**src/rtl/dispc_regif_pkg.sv**
```systemverilog
package dispc_regif_pkg;

  typedef enum logic [3:0] {
    SEL_NONE,
    SEL_TIM,
    SEL_UPB,
    SEL_LPB,
    SEL_CTRL,
    SEL_MASK,
    SEL_RAW,
    SEL_MIS,
    SEL_CLR,
    SEL_UPCUR,
    SEL_LPCUR,
    SEL_ID
  } reg_sel_e;

  function automatic logic [7:0] id_byte(input logic newer, input logic [2:0] k);
    case (k)
      3'd0:    id_byte = newer ? 8'h11 : 8'h10;
      3'd1:    id_byte = 8'h11;
      3'd2:    id_byte = newer ? 8'h24 : 8'h04;
      3'd3:    id_byte = 8'h00;
      3'd4:    id_byte = 8'h0D;
      3'd5:    id_byte = 8'hF0;
      3'd6:    id_byte = 8'h05;
      default: id_byte = 8'hB1;
    endcase
  endfunction

endpackage

```
**src/rtl/dispc_addr_dec.sv**
```systemverilog
module dispc_addr_dec
  import dispc_regif_pkg::*;
#(
  parameter int IDXW = 10
) (
  input  logic [IDXW-1:0] widx,
  input  logic            newer,
  output reg_sel_e        sel,
  output logic [2:0]      sub
);
  localparam int ID_BASE = (1 << IDXW) - 8;

  always_comb begin
    sub = widx[2:0];
    if (widx >= IDXW'(ID_BASE)) begin
      sel = SEL_ID;
    end else begin
      case (widx)
        IDXW'(0), IDXW'(1), IDXW'(2), IDXW'(3): sel = SEL_TIM;
        IDXW'(4):  sel = SEL_UPB;
        IDXW'(5):  sel = SEL_LPB;
        IDXW'(6):  sel = newer ? SEL_MASK : SEL_CTRL;
        IDXW'(7):  sel = newer ? SEL_CTRL : SEL_MASK;
        IDXW'(8):  sel = SEL_RAW;
        IDXW'(9):  sel = SEL_MIS;
        IDXW'(10): sel = SEL_CLR;
        IDXW'(11): sel = SEL_UPCUR;
        IDXW'(12): sel = SEL_LPCUR;
        default:   sel = SEL_NONE;
      endcase
    end
  end
endmodule

```
**src/rtl/dispc_irq_ctl.sv**
```systemverilog
module dispc_irq_ctl #(
  parameter int N = 4
) (
  input  logic         clk,
  input  logic         rst_n,
  input  logic         mask_we,
  input  logic         clr_we,
  input  logic [N-1:0] wdata,
  input  logic [N-1:0] evt_set,
  output logic [N-1:0] mask,
  output logic [N-1:0] status,
  output logic         irq
);
  always_ff @(posedge clk or negedge rst_n) begin
    if (!rst_n) begin
      mask   <= '0;
      status <= '0;
    end else begin
      if (mask_we) mask <= wdata;
      status <= (status & ~(clr_we ? wdata : '0)) | evt_set;
    end
  end

  assign irq = |(status & mask);

  // a set bit stays set on the following cycle
  a_r6_set_sticky: assert property (@(posedge clk) disable iff (!rst_n)
    (evt_set != '0) |=> ((status & $past(evt_set)) == $past(evt_set)));

  // clearing with no coincident event empties the written bits
  a_r6_clear: assert property (@(posedge clk) disable iff (!rst_n)
    (clr_we && evt_set == '0) |=> ((status & $past(wdata)) == '0));
endmodule

```
**src/rtl/dispc_geom.sv**
```systemverilog
module dispc_geom #(
  parameter int GW = 11,
  parameter int CW = 32
) (
  input  logic          clk,
  input  logic          rst_n,
  input  logic [5:0]    hfield,
  input  logic [9:0]    vfield,
  input  logic [CW-1:0] ctrl,
  output logic [GW-1:0] width,
  output logic [GW-1:0] height,
  output logic          resync
);
  localparam logic [GW-1:0] RST_W = GW'(16);
  localparam logic [GW-1:0] RST_H = GW'(1);

  logic [GW-1:0] prev_w, prev_h;
  logic [CW-1:0] prev_c;

  assign width  = (GW'(hfield) + GW'(1)) << 4;
  assign height = GW'(vfield) + GW'(1);

  always_ff @(posedge clk or negedge rst_n) begin
    if (!rst_n) begin
      prev_w <= RST_W;
      prev_h <= RST_H;
      prev_c <= '0;
    end else begin
      prev_w <= width;
      prev_h <= height;
      prev_c <= ctrl;
    end
  end

  assign resync = (width != prev_w) || (height != prev_h) || (ctrl != prev_c);

  // a strobe only when some watched value moved since the last cycle
  a_r9_resync_cause: assert property (@(posedge clk) disable iff (!rst_n)
    resync |-> !($stable(width) && $stable(height) && $stable(ctrl)));
endmodule

```
**src/rtl/dispc_regif.sv**
```systemverilog
module dispc_regif
  import dispc_regif_pkg::*;
#(
  parameter int IDXW  = 10,
  parameter int DW    = 32,
  parameter int IRQ_N = 4,
  parameter int GW    = 11,
  parameter int NTIM  = 4
) (
  input  logic             clk,
  input  logic             rst_n,
  input  logic             variant_new,
  input  logic             bus_sel,
  input  logic             bus_wr,
  input  logic [IDXW-1:0]  bus_widx,
  input  logic [DW-1:0]    bus_wdata,
  output logic [DW-1:0]    bus_rdata,
  output logic             bus_rvalid,
  input  logic [IRQ_N-1:0] evt_set,
  output logic [GW-1:0]    panel_width,
  output logic [GW-1:0]    panel_height,
  output logic             disp_en,
  output logic [2:0]       ctl_bpp,
  output logic             ctl_bgr,
  output logic             ctl_be_byte,
  output logic             ctl_be_pix,
  output logic [DW-1:0]    upper_base,
  output logic [DW-1:0]    lower_base,
  output logic             irq,
  output logic             resync
);
  localparam int TSW = $clog2(NTIM);

  reg_sel_e         sel;
  logic [2:0]       sub;
  logic             wr_go, rd_go;
  logic [DW-1:0]    tim_q [NTIM];
  logic [DW-1:0]    upb_q, lpb_q, ctrl_q;
  logic [IRQ_N-1:0] mask_q, status_q;
  logic [DW-1:0]    rd_n;

  assign wr_go = bus_sel && bus_wr;
  assign rd_go = bus_sel && !bus_wr;

  dispc_addr_dec #(.IDXW(IDXW)) dec_i (
    .widx  (bus_widx),
    .newer (variant_new),
    .sel   (sel),
    .sub   (sub)
  );

  for (genvar g = 0; g < NTIM; g++) begin : g_tim
    always_ff @(posedge clk or negedge rst_n) begin
      if (!rst_n)
        tim_q[g] <= '0;
      else if (wr_go && sel == SEL_TIM && sub[TSW-1:0] == TSW'(g))
        tim_q[g] <= bus_wdata;
    end
  end

  always_ff @(posedge clk or negedge rst_n) begin
    if (!rst_n) begin
      upb_q  <= '0;
      lpb_q  <= '0;
      ctrl_q <= '0;
    end else if (wr_go) begin
      case (sel)
        SEL_UPB:  upb_q  <= bus_wdata;
        SEL_LPB:  lpb_q  <= bus_wdata;
        SEL_CTRL: ctrl_q <= bus_wdata;
        default: ;
      endcase
    end
  end

  dispc_irq_ctl #(.N(IRQ_N)) irq_i (
    .clk     (clk),
    .rst_n   (rst_n),
    .mask_we (wr_go && sel == SEL_MASK),
    .clr_we  (wr_go && sel == SEL_CLR),
    .wdata   (bus_wdata[IRQ_N-1:0]),
    .evt_set (evt_set),
    .mask    (mask_q),
    .status  (status_q),
    .irq     (irq)
  );

  dispc_geom #(.GW(GW), .CW(DW)) geom_i (
    .clk    (clk),
    .rst_n  (rst_n),
    .hfield (tim_q[0][7:2]),
    .vfield (tim_q[1][9:0]),
    .ctrl   (ctrl_q),
    .width  (panel_width),
    .height (panel_height),
    .resync (resync)
  );

  always_comb begin
    rd_n = '0;
    case (sel)
      SEL_TIM:            rd_n = tim_q[sub[TSW-1:0]];
      SEL_UPB, SEL_UPCUR: rd_n = upb_q;
      SEL_LPB, SEL_LPCUR: rd_n = lpb_q;
      SEL_CTRL:           rd_n = ctrl_q;
      SEL_MASK:           rd_n[IRQ_N-1:0] = mask_q;
      SEL_RAW:            rd_n[IRQ_N-1:0] = status_q;
      SEL_MIS:            rd_n[IRQ_N-1:0] = status_q & mask_q;
      SEL_ID:             rd_n[7:0] = id_byte(variant_new, sub);
      default:            rd_n = '0;
    endcase
  end

  always_ff @(posedge clk or negedge rst_n) begin
    if (!rst_n) begin
      bus_rdata  <= '0;
      bus_rvalid <= 1'b0;
    end else begin
      bus_rvalid <= rd_go;
      if (rd_go) bus_rdata <= rd_n;
    end
  end

  assign disp_en     = ctrl_q[0] && ctrl_q[11];
  assign ctl_bpp     = ctrl_q[3:1];
  assign ctl_bgr     = ctrl_q[8];
  assign ctl_be_byte = ctrl_q[9];
  assign ctl_be_pix  = ctrl_q[10];
  assign upper_base  = upb_q;
  assign lower_base  = lpb_q;

  // every read request is answered on the next cycle
  a_r11_rd_latency: assert property (@(posedge clk) disable iff (!rst_n)
    rd_go |=> bus_rvalid);

  // no read data without a request one cycle earlier
  a_r11_no_spurious: assert property (@(posedge clk) disable iff (!rst_n)
    bus_rvalid |-> $past(rd_go));

  // a write that hits no writable register leaves state untouched
  a_r10_unmapped_wr: assert property (@(posedge clk) disable iff (!rst_n)
    (wr_go && sel inside {SEL_NONE, SEL_RAW, SEL_MIS, SEL_UPCUR, SEL_LPCUR, SEL_ID})
    |=> $stable({tim_q[0], upb_q, lpb_q, ctrl_q, mask_q}));
endmodule

```
**config.mk**
```make
export PLATFORM = sky130hd
export DESIGN_NAME = dispc_regif
export DESIGN_NICKNAME = d
export VERILOG_FILES = /design/src/rtl/dispc_regif_pkg.sv /design/src/rtl/dispc_addr_dec.sv /design/src/rtl/dispc_irq_ctl.sv /design/src/rtl/dispc_geom.sv /design/src/rtl/dispc_regif.sv
export SDC_FILE = /design/constraint.sdc
export NUM_CORES = 1
export LEC_CHECK = 0
export BUFFER_PORTS_ARGS = -buffer_cell sky130_fd_sc_hd__buf_2
export CAP_MARGIN = 15
export CORE_AREA = 2 2 219 221
export CTS_BUF_LIST = sky130_fd_sc_hd__clkbuf_8
export CTS_CLUSTER_DIAMETER = 50
export DETAILED_ROUTE_END_ITERATION = 6
export DIE_AREA = 0 0 221 223
export SLEW_MARGIN = 40
export SYNTH_ARGS = -nofsm -noshare
export SYNTH_HDL_FRONTEND = slang
export SYNTH_SLANG_ARGS = --single-unit
```
**constraint.sdc**
```tcl
create_clock -name clk -period 1.8 [get_ports clk]
set_input_delay 0.36 -clock clk [delete_from_list [all_inputs] [get_ports clk]]
set_output_delay 0.36 -clock clk [all_outputs]
set_load 0.05 [all_outputs]
```
==> results.py <==
metrics = {
    "power_and_ir_drop": {
        "internal_cell_power_mw": 11.1,
        "switching_share": 0.264,
        "power.sequential.fraction": 0.481,
        "peakVddDrop_mv": 0.624,
        "total_switching_power_mw": 4.00,
        "power_per_cell_area_nw_per_um2": 787,
        "cellLeakagePower_nw": 9.64,
        "share_clk_of_total_power": 0.420,
        "totalPowerFinal_mw": 15.1,
        "combinationalPowerShare": 0.098,
    },
    "clock_network": {
        "worstSkewPairLatency_ns": 0.60,
        "clk_path_buf_depth": 3,
        "path_clk_slew_ns": 0.06,
        "numCtsBuffers": 53,
        "clockRootBuffer": "clkbuf_8",
        "h_tree_depth": 2,
        "cts_tree": "done",
        "clock_sinks": 315,
    },
    "critical_path": {
        "critPathMostFrequentCell": "buf_6",
        "worstPathRequired_ns": 1.44,
        "worstPathBufferInverterCount": 3,
        "critical_path_depth": 9,
        "critical_path.startpoint_type": "flop",
        "timing.critical_path.max_delay_family": "simple AND/OR/NAND/NOR gates",
        "rr_worst_depth": 7,
        "crit_path_max_incr_delay_ns": 0.41,
        "cp_data_arrival_time_ns": 2.54,
        "crit_fanout": 3,
        "cpMaxStageDelayCell": "dfrtp_2",
        "critical_path_class": "flop to output pin",
        "worstPathCellList": "buf_6 -> nand4_1 -> buf_4 -> nor2_4 -> xnor2_1 -> mux2i_2 -> nor4_4 -> o2111ai_4 -> buf_6",
        "cp-end-kind": "output pin",
    },
    "sta": {
        "period_share": 1.61,
        "finalClockSkew_ns": 0.0216,
        "post-route-min-period_ns": 2.90,
        "maxClockFrequency_ghz": 0.345,
        "rsz_0062_raised_after_global_routing": "yes",
        "setup_viol_count_final": 22,
        "postLayoutSetupSlackWorst_ns": -1.10,
        "final-hold-violation-count": 0,
        "slew_viol_final": 0,
    },
    "synthesis": {
        "instance_count_of_the_mapped_netlist": 984,
        "async_reset_ff_frac": 1.00,
        "synth-main-ff-cell": "dfrtp_1",
        "netlist.area_leader.share": 0.564,
        "synth.top_cells.by_area": "dfrtp_1 (56%), mux2_2 (17%), mux4_2 (5.2%), xor2_1 (3.0%), a222oi_1 (1.8%)",
        "ys.warnings.count": 0,
        "sequential_share_of_the_synthesized_area": 0.568,
        "number_of_flops_mapped_to_enable_cells_by_yosys": 0,
        "ys_types": 60,
        "synthesis.area_um2": 13900,
        "per_instance_average_area_after_synthesis_um2": 14.1,
        "synth_largest_area_cell": "dfrtp_1",
        "synth.ff_latch_count": 315,
    },
    "route": {
        "count_of_antenna_violating_nets_left_after_detailed_routing": 0,
        "route.met2.wl_um": 21300,
        "detail_route.drc_violations": 1,
        "routed-via-count": 9827,
        "avgRoutedWirePerCell_um": 21.0,
        "detail_route.vias_per_cell": 4.87,
        "drt-met1-wl_um": 17900,
        "routed_wl_um": 42400,
        "routed.top_layer": "met4",
        "routed-wl-met3_um": 2470,
        "detailedRoute.firstIterationViolations": 746,
        "drt_pre_antenna_iters": 7,
    },
    "cells_and_area": {
        "multi_input_comb_area_um2": 6220,
        "finalNetCount": 1416,
        "drive_gt1_frac": 0.561,
        "insertedDiodeCount": 0,
        "most-common-layout-cells": "dfrtp_1 (311), mux2_2 (183), buf_2 (149)",
        "final_util": 0.408,
        "layout.cells.most_common": "dfrtp_1",
        "syn_to_final_growth_pct": 38.6,
        "fillerInstances": 4404,
        "sequential_cell_area_um2": 7890,
    },
    "placement": {
        "place_hpwl_um": 30600,
        "portBuffers": 174,
        "place_congestion": 0.868,
        "pre_cts_slack_ns": -0.649,
    },
    "global_routing": {
        "grt_overflow_total": 0,
        "number_of_global_route_vias_before_repair": 10500,
        "number_of_antenna_violations_at_the_first_check_in_global_routing": 0,
        "largest_net_degree_at_the_start_of_global_routing": 57,
        "grt_first_pass_wirelength_um": 65100,
        "gr-usage-all-layers": 0.172,
    },
    "die": {
        "core_um2": 47100,
        "initial_utilization": 0.295,
        "die_width_um": 221,
        "die-height_um": 223,
        "design.die.area_um2": 49300,
        "design.portCount": 179,
        "row_count": 80,
    },
    "outcome": {
        "status": "finished, violations left",
        "violated_checks": "DRC, setup timing",
    },
    "worst_hold_path": {
        "holdPathStages": 2,
        "hp-class": "input port to flop",
    },
    "job": {
        "cap_violations": 0,
    },
}
flip-flops by register name (all words and copies together), names as in the netlist:
register	count
bus_rvalid	1
irq_i.mask	4
irq_i.status	4
lower_base	32
geom_i.prev_c	32
upper_base	32
geom_i.prev_h	11
geom_i.prev_w	7
bus_rdata	32
ctrl_q	32
tim_q	128
kinds of logic after synthesis:
| kind of cell | after synthesis | share of synthesized area |
|---|---|---|
| DFF | 315 | 0.568 |
| muxes | 266 | 0.245 |
| and+or+nand+nor | 163 | 0.0583 |
| AOI/OAI and AO/OA | 100 | 0.0553 |
| buffers and inverters | 73 | 0.0304 |
| xor gates and xnor gates | 64 | 0.0409 |
| adders and majority gates | 2 | 0.00180 |
| other | 1 | 0.000270 |
cell type report:
| type | count | share of cell area |
|---|---|---|
| sequential | 315 | 0.410 |
| multi-input combinational | 599 | 0.323 |
| inverter | 8 | 0.00195 |
| tap | 615 | 0.0400 |
| timing repair buffer | 386 | 0.170 |
| clock inverter | 28 | 0.00800 |
| clock buffer | 66 | 0.0472 |
repair_timing:
action	in CTS	in global routing
hold buffers	5	0
setup endpoints to repair	24	26
pin swaps	22	9
resized for setup	99	27
buffers inserted	15	14
endpoints found under the hold margin	47	0
Yosys cell counts, types with 3 or more instances:
cell type    n
buf_6        7
a222oi_1    25
and3_1       3
o211ai_1     3
buf_4       17
dfrtp_1    313
clkbuf_1    11
buf_2       26
a21oi_1      5
nand4_1      6
nor2_1      52
mux2_2     211
nand2_1     47
a21o_1       4
xnor2_1     15
a31oi_1     26
nor3_1       7
inv_1        6
o21ai_0      8
nor4_1      11
xor2_1      48
mux2i_1      5
nand2b_1    10
mux4_2      32
buf_1        4
mux2_4      16
a22oi_1      7
a32oi_1      4
a221oi_1     4
nand3_1      9
metal layers:
layer	track usage	up-vias
met5	0	-
met4	0.0396	0
met3	0.0344	57
met2	0.298	302
li1	-	4365
met1	0.221	5103
final timing paths:
path                       slack [ns]                 to     startpoint
setup / recovery                -1.10             resync      tim_q[64]
hold / removal                   0.09          tim_q[53]  bus_wdata[21]
setup reg to reg                -0.19       bus_rdata[4]     tim_q[100]
hold reg to reg                  0.46  geom_i.prev_c[23]     ctrl_q[23]
max in group asynchronous        0.79    irq_i.status[3]          rst_n
min in group asynchronous        0.28     lower_base[17]          rst_n
metrics by stage:
step / hold WS, ns / cell area [um^2] / setup TNS (ns) / instances
finish: 0.0949 / 19200 / -8.31 / 2017
floorplan: 0.0644 / 14300 / -4.58 / 987
global route: 0.0661 / 19200 / -10.29 / 2017
detailed placement: 0.325 / 17500 / -56.65 / 1895
global placement: 0.318 / 17500 / -54.35 / 1895
CTS: 0.0466 / 19100 / -8.67 / 2006
power groups by stage:
stage | registers (mW) | logic, mW | clock network [mW]
2_1_floorplan | 7.71 | 0.450 | 0
3_3_place_gp | 7.41 | 1.44 | 0
3_5_place_dp | 7.41 | 1.46 | 0
4_1_cts | 7.29 | 1.51 | 6.53
5_1_grt | 7.30 | 1.59 | 6.85
6_report | 7.29 | 1.49 | 6.37
Power figures use the tool's default switching activity.
